--- config.mk ---
export PLATFORM = sky130hd
export DESIGN_NAME = gpio_edge_irq
export DESIGN_NICKNAME = d
export VERILOG_FILES = /design/src/rtl/gpio_edge_pkg.sv /design/src/rtl/gpio_edge_detect.sv /design/src/rtl/gpio_regfile.sv /design/src/rtl/gpio_irq_route.sv /design/src/rtl/gpio_edge_irq.sv
export SDC_FILE = /design/constraint.sdc
export NUM_CORES = 1
export LEC_CHECK = 0
export ABC_AREA = 1
export ABC_CLOCK_PERIOD_IN_PS = 1400
export CORE_UTILIZATION = 45
export DETAILED_ROUTE_END_ITERATION = 12
export PLACE_DENSITY_LB_ADDON = 0.25
export SLEW_MARGIN = 10
export SYNTH_ARGS = -nofsm -noshare
export SYNTH_HDL_FRONTEND = slang
export SYNTH_SLANG_ARGS = --single-unit
--- constraint.sdc ---
create_clock -name clk -period 1.4 [get_ports clk]
set_input_delay 0.28 -clock clk [delete_from_list [all_inputs] [get_ports clk]]
set_output_delay 0.28 -clock clk [all_outputs]
set_load 0.05 [all_outputs]
--- src/rtl/gpio_edge_pkg.sv ---
package gpio_edge_pkg;
  localparam int ADDR_W = 4;
  localparam logic [ADDR_W-1:0] OFS_RISE = 4'h0;
  localparam logic [ADDR_W-1:0] OFS_FALL = 4'h4;
  localparam logic [ADDR_W-1:0] OFS_STAT = 4'h8;
  localparam logic [ADDR_W-1:0] OFS_WAKE = 4'hC;
endpackage

--- src/rtl/gpio_edge_detect.sv ---
module gpio_edge_detect #(
  parameter int W = 28
) (
  input  logic         clk,
  input  logic         rst_n,
  input  logic [W-1:0] pins_in,
  input  logic [W-1:0] rise_en,
  input  logic [W-1:0] fall_en,
  output logic [W-1:0] edge_hit
);
  for (genvar i = 0; i < W; i++) begin : g_pin
    logic meta_q, sync_q, prev_q;
    always_ff @(posedge clk or negedge rst_n) begin
      if (!rst_n) begin
        meta_q <= 1'b0;
        sync_q <= 1'b0;
        prev_q <= 1'b0;
      end else begin
        meta_q <= pins_in[i];
        sync_q <= meta_q;
        prev_q <= sync_q;
      end
    end
    assign edge_hit[i] = (rise_en[i] & sync_q & ~prev_q) |
                         (fall_en[i] & ~sync_q & prev_q);
  end
endmodule

--- src/rtl/gpio_regfile.sv ---
module gpio_regfile
  import gpio_edge_pkg::*;
#(
  parameter int W      = 28,
  parameter int DATA_W = 32
) (
  input  logic              clk,
  input  logic              rst_n,
  input  logic              wr_en,
  input  logic              rd_en,
  input  logic [ADDR_W-1:0] addr,
  input  logic [W-1:0]      wdata,
  input  logic [W-1:0]      edge_hit,
  output logic [DATA_W-1:0] rdata,
  output logic [W-1:0]      rise_en,
  output logic [W-1:0]      fall_en,
  output logic [W-1:0]      wake_en,
  output logic [W-1:0]      status
);
  localparam int PAD = DATA_W - W;

  logic [W-1:0] clr_mask;
  logic [W-1:0] rd_sel;

  assign clr_mask = (wr_en && addr == OFS_STAT) ? wdata : '0;

  always_ff @(posedge clk or negedge rst_n) begin
    if (!rst_n) begin
      rise_en <= '0;
      fall_en <= '0;
      wake_en <= '0;
      status  <= '0;
    end else begin
      if (wr_en && addr == OFS_RISE) rise_en <= wdata;
      if (wr_en && addr == OFS_FALL) fall_en <= wdata;
      if (wr_en && addr == OFS_WAKE) wake_en <= wdata;
      // a fresh edge outranks a clear in the same cycle
      status <= (status & ~clr_mask) | edge_hit;
    end
  end

  always_comb begin
    unique case (addr)
      OFS_RISE: rd_sel = rise_en;
      OFS_FALL: rd_sel = fall_en;
      OFS_STAT: rd_sel = status;
      OFS_WAKE: rd_sel = wake_en;
      default:  rd_sel = '0;
    endcase
  end

  always_ff @(posedge clk or negedge rst_n) begin
    if (!rst_n)     rdata <= '0;
    else if (rd_en) rdata <= {{PAD{1'b0}}, rd_sel};
  end
endmodule

--- src/rtl/gpio_irq_route.sv ---
module gpio_irq_route #(
  parameter int W          = 28,
  parameter int NUM_DIRECT = 11
) (
  input  logic [W-1:0]          status,
  input  logic [W-1:0]          wake_en,
  output logic [NUM_DIRECT-1:0] irq_direct,
  output logic                  irq_shared,
  output logic                  wake_out
);
  localparam int NUM_SHARED = W - NUM_DIRECT;

  for (genvar i = 0; i < NUM_DIRECT; i++) begin : g_direct
    assign irq_direct[i] = status[i];
  end

  logic [NUM_SHARED-1:0] shared_bits;
  assign shared_bits = status[W-1:NUM_DIRECT];
  assign irq_shared  = |shared_bits;
  assign wake_out    = |(status & wake_en);
endmodule

--- src/rtl/gpio_edge_irq.sv ---
module gpio_edge_irq
  import gpio_edge_pkg::*;
#(
  parameter int NUM_PINS   = 28,
  parameter int NUM_DIRECT = 11,
  parameter int DATA_W     = 32
) (
  input  logic                  clk,
  input  logic                  rst_n,
  input  logic [NUM_PINS-1:0]   pin_in,
  input  logic                  reg_wr_en,
  input  logic                  reg_rd_en,
  input  logic [ADDR_W-1:0]     reg_addr,
  input  logic [DATA_W-1:0]     reg_wdata,
  output logic [DATA_W-1:0]     reg_rdata,
  output logic [NUM_DIRECT-1:0] irq_direct,
  output logic                  irq_shared,
  output logic                  wake_out
);
  logic [NUM_PINS-1:0] rise_en_q, fall_en_q, wake_en_q, status_q, edge_hit;
  logic                unused_wdata_hi;

  assign unused_wdata_hi = ^reg_wdata[DATA_W-1:NUM_PINS];

  gpio_edge_detect #(.W(NUM_PINS)) u_detect (
    .clk(clk), .rst_n(rst_n), .pins_in(pin_in),
    .rise_en(rise_en_q), .fall_en(fall_en_q), .edge_hit(edge_hit)
  );

  gpio_regfile #(.W(NUM_PINS), .DATA_W(DATA_W)) u_regs (
    .clk(clk), .rst_n(rst_n), .wr_en(reg_wr_en), .rd_en(reg_rd_en),
    .addr(reg_addr), .wdata(reg_wdata[NUM_PINS-1:0]), .edge_hit(edge_hit),
    .rdata(reg_rdata), .rise_en(rise_en_q), .fall_en(fall_en_q),
    .wake_en(wake_en_q), .status(status_q)
  );

  gpio_irq_route #(.W(NUM_PINS), .NUM_DIRECT(NUM_DIRECT)) u_route (
    .status(status_q), .wake_en(wake_en_q), .irq_direct(irq_direct),
    .irq_shared(irq_shared), .wake_out(wake_out)
  );
endmodule

# Yosys cells after proc, flatten, opt, wreduce, memory -nomap -nowiden
# Index checks and enable logic that the tools add are counted.
# W data, S select, Z words.
[totals] input_bits=68 wordCells=301 reg_bits=224
[classes] n_reduce_logical=7 eq_ne=3 muxes=2 bitwise_logic=200
[op_table] operator="$and A1 B1 Y1" n=112
[op_table] operator="$pmux W28 S4" n=1
[op_table] operator="$and A28 B28 Y28" n=2
[op_table] operator="$not A1 Y1" n=56
[op_table] operator="$mux W28" n=1
[op_table] operator="$not A28 Y28" n=1
[op_table] operator="$or A1 B1 Y1" n=28
[op_table] operator="$or A28 B28 Y28" n=1
[op_table] operator="$reduce_or A28 Y1" n=1
[op_table] operator="$reduce_or A17 Y1" n=1
[op_table] operator="$eq A4 B4 Y1 const B" n=2
[op_table] operator="$eq A4 B3 Y1 const B" n=1
[op_table] operator="$logic_and A1 B1 Y1" n=4
[op_table] operator="$logic_not A4 Y1" n=1

# Logic depth before layout (Yosys ltp)
[depth] word_depth=6 depth_mapped=8 depth_no_buf=6

# Modules after synthesis
# A second synthesis with hierarchy kept.
[unflattened] cells_unflattened=1069 area_unflattened_um2=9298.9
[modules_own_cells] module="gpio_regfile" seq_area_each_um2=3503.4 area_each_um2=6264.8 n_inst=1 cells_per_inst=768
[modules_own_cells] module="gpio_edge_detect" seq_area_each_um2=2102.0 area_each_um2=2697.6 n_inst=1 cells_per_inst=224
[modules_own_cells] module="gpio_irq_route" seq_area_each_um2=0.0 area_each_um2=336.6 n_inst=1 cells_per_inst=77

# Worst setup path before layout
# Ideal clock, no wire load.
[synth_path] path_type="reg2out" from="register u_regs.status[22]" to="output port irq_shared" arrival_ps=1127 required_ps=1120 path_buffers=0 stages_incl_launch_ff=5 path_slack_ps=-7 cell_sequence="dfrtp_1 > nor2_1 > nand3_1 > nor3b_1 > nand3_1"
[synth_via] elab_chain_len=1
[synth_rtl] item="from (decl)" line="gpio_regfile.sv:18" text="output logic [W-1:0] status"
[synth_rtl] item="from (signal assigned)" line="gpio_regfile.sv:38" text="status <= (status & ~clr_mask) | edge_hit;"
[synth_rtl] item="$reduce_or A17 Y1" line="gpio_irq_route.sv:19" text="assign irq_shared = |shared_bits;"
[synth_rtl] item="to (decl)" line="gpio_edge_irq.sv:17" text="output logic irq_shared,"
# No other way between the ends.

# Worst setup path in the final report
# Ends and elaborated chain as after synthesis.

==> summary.txt <==
Status
  • Status: complete, but fails checks
  • Failing checks: negative setup slack

Power
  • Static Leak: 6.05 nW
  • Int Pwr: 12.7 mW
  • Logic pwr share: 18.5%
  • Power per cell area: 1420 nW/um2
  • Clock power share: 35.9%
  • Sw Pwr: 4.75 mW
  • Peak VDD IR: 0.905 mV
  • Sequential power share: 45.5%
  • Switching share of power: 27.3%
  • Tot Pwr: 17.4 mW

Routing
  • Via count: 7265
  • Wire per inst: 15.5 um
  • Remaining antenna violation count: 0
  • Total Wirelength: 22.4 mm
  • Met1 WL: 9.97 mm
  • DRT Pass-1 Iters: 5
  • Iter 0 DRT Violations: 477
  • DR WL met2: 10.9 mm
  • Drt drc: 0
  • Metal3 WL: 1.07 mm
  • Top layer in use: met4
  • Post-DR vias/cell: 5.03

Yosys
  • Synthesized instance count: 1007
  • Synth Register Bits: 224
  • Dominant synthesized flop cell: dfrtp_1
  • Cell variety after synth: 22
  • Post-synth ARST share: 100%
  • Cell taking the most area after synthesis: dfrtp_1
  • Mapped Area: 9050 um2
  • Sequential fraction of the synthesis area: 61.9%
  • Top cell type's share of synthesized area: 61.9%
  • Syn avg cell area: 8.99 um2
  • Post-synth top cells: 350 x nand2_1, 224 x dfrtp_1, 118 x nand3_1, 61 x o21ai_1, 59 x inv_1
  • Post-synth EDFFs: 0
  • Yosys warns: 0
  • Synth top area cells: dfrtp_1 62%, nand2_1 15%, nand3_1 6.5%
  • Most frequent cell after synthesis: nand2_1

Die
  • Die Y: 144 um
  • Full die area: 20700 um2
  • Die width: 144 um
  • Row cnt: 51
  • Initial Utilization: 46.2%
  • IO Count: 113
  • CORE AREA: 19600 um2

Setup path
  • Worst setup SP type: flop
  • Crit Reg-Reg Endpoint: u_regs.rdata[7]
  • R2R cell count: 7
  • Worst setup path class: reg2out
  • Worst R2R Setup Slack: 0.22 ns
  • Critical Path Fanout Max: 3
  • Worst Path Required: 1.12 ns
  • Reg2reg start: u_regs.status[7]
  • CP Data Arrival Time: 1.70 ns
  • CP endpoint kind: primary output

Clocking
  • CTS buffer count: 24
  • CTS Sinks: 224
  • Clk Tree Root Cell: clkbuf_16
  • Worst skew pair latency: 0.51 ns
  • CTS tree: yes
  • Reg clk slew, reported paths: 0.06 ns
  • Clk buf depth: 3
  • Htree depth: 1

Worst hold path
  • Worst hold-check path type: in2async

GRT
  • Overflow left after global routing: 0
  • First-pass GRT wire length: 36.1 mm
  • Vias in the first global route: 7115
  • Largest net degree at the start of global routing: 63
  • Initial antenna violation count: 0
  • Tot GR Track Use: 22.6%

STA
  • Min cycle time layout: 1.98 ns
  • Fin crit share: 141%
  • Worst Skew: 0.00338 ns
  • Smallest setup slack after layout: -0.578 ns
  • Final setup vio count: 14
  • Final Hold Viols: 0
  • Fmax: 506 MHz
  • Slew Viols, Final: 0
  • RSZ-0062 raised after global routing: yes
  • Fin Hold WS: 0.189 ns

Placed design
  • Port bufs: 104
  • Gpl congestion: 0.822
  • Cell Area, Placed: 11200 um2
  • Total placed cells including tap cells: 1388
  • Post-DP HPWL: 14.2 mm
  • Post-Place Worst Slack: -0.392 ns

Layout
  • Post-route insts no fill: 1445
  • Final Cell Area: 12300 um2
  • Fillers: 1621
  • Layout cell share with drive strength beyond 1: 16.7%
  • Nets: 1234
  • Ant. Diodes: 0
  • Area grow syn2layout: 35.3%

Flow run
  • Max Cap Viol: 0
## power groups by stage
stage               registers [mW]  logic (mW)  clock network (mW)
floorplan                     8.09        1.31                   0
global placement              7.99        2.99                   0
detailed placement            8.01        3.04                   0
CTS                           7.92        3.16                6.41
global route                  8.03        3.56                6.65
finish                        7.94        3.23                6.26
## cell usage in the layout, fill, tap and decap left out, types with 30 or more instances in the layout
master	netlist	routed
dfrtp_1	224	220
clkdlybuf4s50_1	0	62
o21ai_0	51	51
inv_1	59	59
buf_4	23	64
nand2_1	350	345
o21ai_1	61	61
nand3_1	118	112
nor2_1	41	30
buf_12	0	53
## final cells by class
cell class | count | area, um2 | area share [%]
sequential | 224 | 5610 | 45.8
multi-input combinational | 661 | 2950 | 24.0
timing repair buffer | 195 | 2350 | 19.2
clock buffer | 38 | 754 | 6.16
tap | 265 | 332 | 2.71
inverter | 60 | 225 | 1.84
clock inverter | 2 | 35.0 | 0.286
## sequential cells by signal, summed over array words and instances (netlist names)
| signal | cells |
|---|---|
| u_regs.rdata | 28 |
| u_detect.g_pin.sync_q | 28 |
| u_regs.rise_en | 28 |
| u_regs.wake_en | 28 |
| u_detect.g_pin.prev_q | 28 |
| u_detect.g_pin.meta_q | 28 |
| u_regs.status | 28 |
| u_regs.fall_en | 28 |
## through the flow
| step | TNS [ns] | utilization [%] |
|---|---|---|
| after floorplan | 0 | - |
| after global placement | -39.01 | 57.2 |
| after detailed placement | -42.53 | 57.2 |
| after CTS | -2.05 | 62.0 |
| after global routing | -2.59 | 62.5 |
| final | -1.87 | 62.5 |
## metal layers
layer	vias to the layer above	global-route usage, %
met2	185	38.1
met1	3496	30.0
met3	36	3.53
li1	3548	-
met4	0	6.94
met5	-	0
## repair_timing
| action | in CTS | in global routing |
|---|---|---|
| hold buffers | 1 | 0 |
| setup buffers | 8 | 11 |
| gates resized for setup | 22 | 18 |
| hold endpoints to repair | 224 | 0 |
| setup endpoints to repair | 19 | 29 |
| pin swaps | 4 | 5 |
## worst max-delay path: stages, from the launching register on
cell and delay, ns:
dfrtp_1 0.40, nor2_1 0.14, nand3_2 0.13, nor3b_2 0.22
nand3_2 0.12, buf_6 0.19
## logic make-up after synthesis
| group | Yosys count | synth area share (%) |
|---|---|---|
| and+or+nand+nor | 516 | 23.3 |
| DFF | 224 | 61.9 |
| AOI/OAI and AO/OA | 141 | 8.18 |
| buffers and inverters | 125 | 6.59 |
| other | 1 | 0.0414 |
## worst max-delay path by stage
stage	end	slack (ns)	start
floorplan	irq_shared	0.08	u_regs.status[12]
global placement	u_regs.rdata[15]	-0.35	reg_addr[2]
detailed placement	u_regs.fall_en[13]	-0.39	reg_addr[1]
CTS	irq_shared	-0.59	u_regs.status[22]
global route	wake_out	-0.66	u_regs.status[7]
finish	irq_shared	-0.58	u_regs.status[22]
No activity file was read; power rests on OpenSTA's default activity.
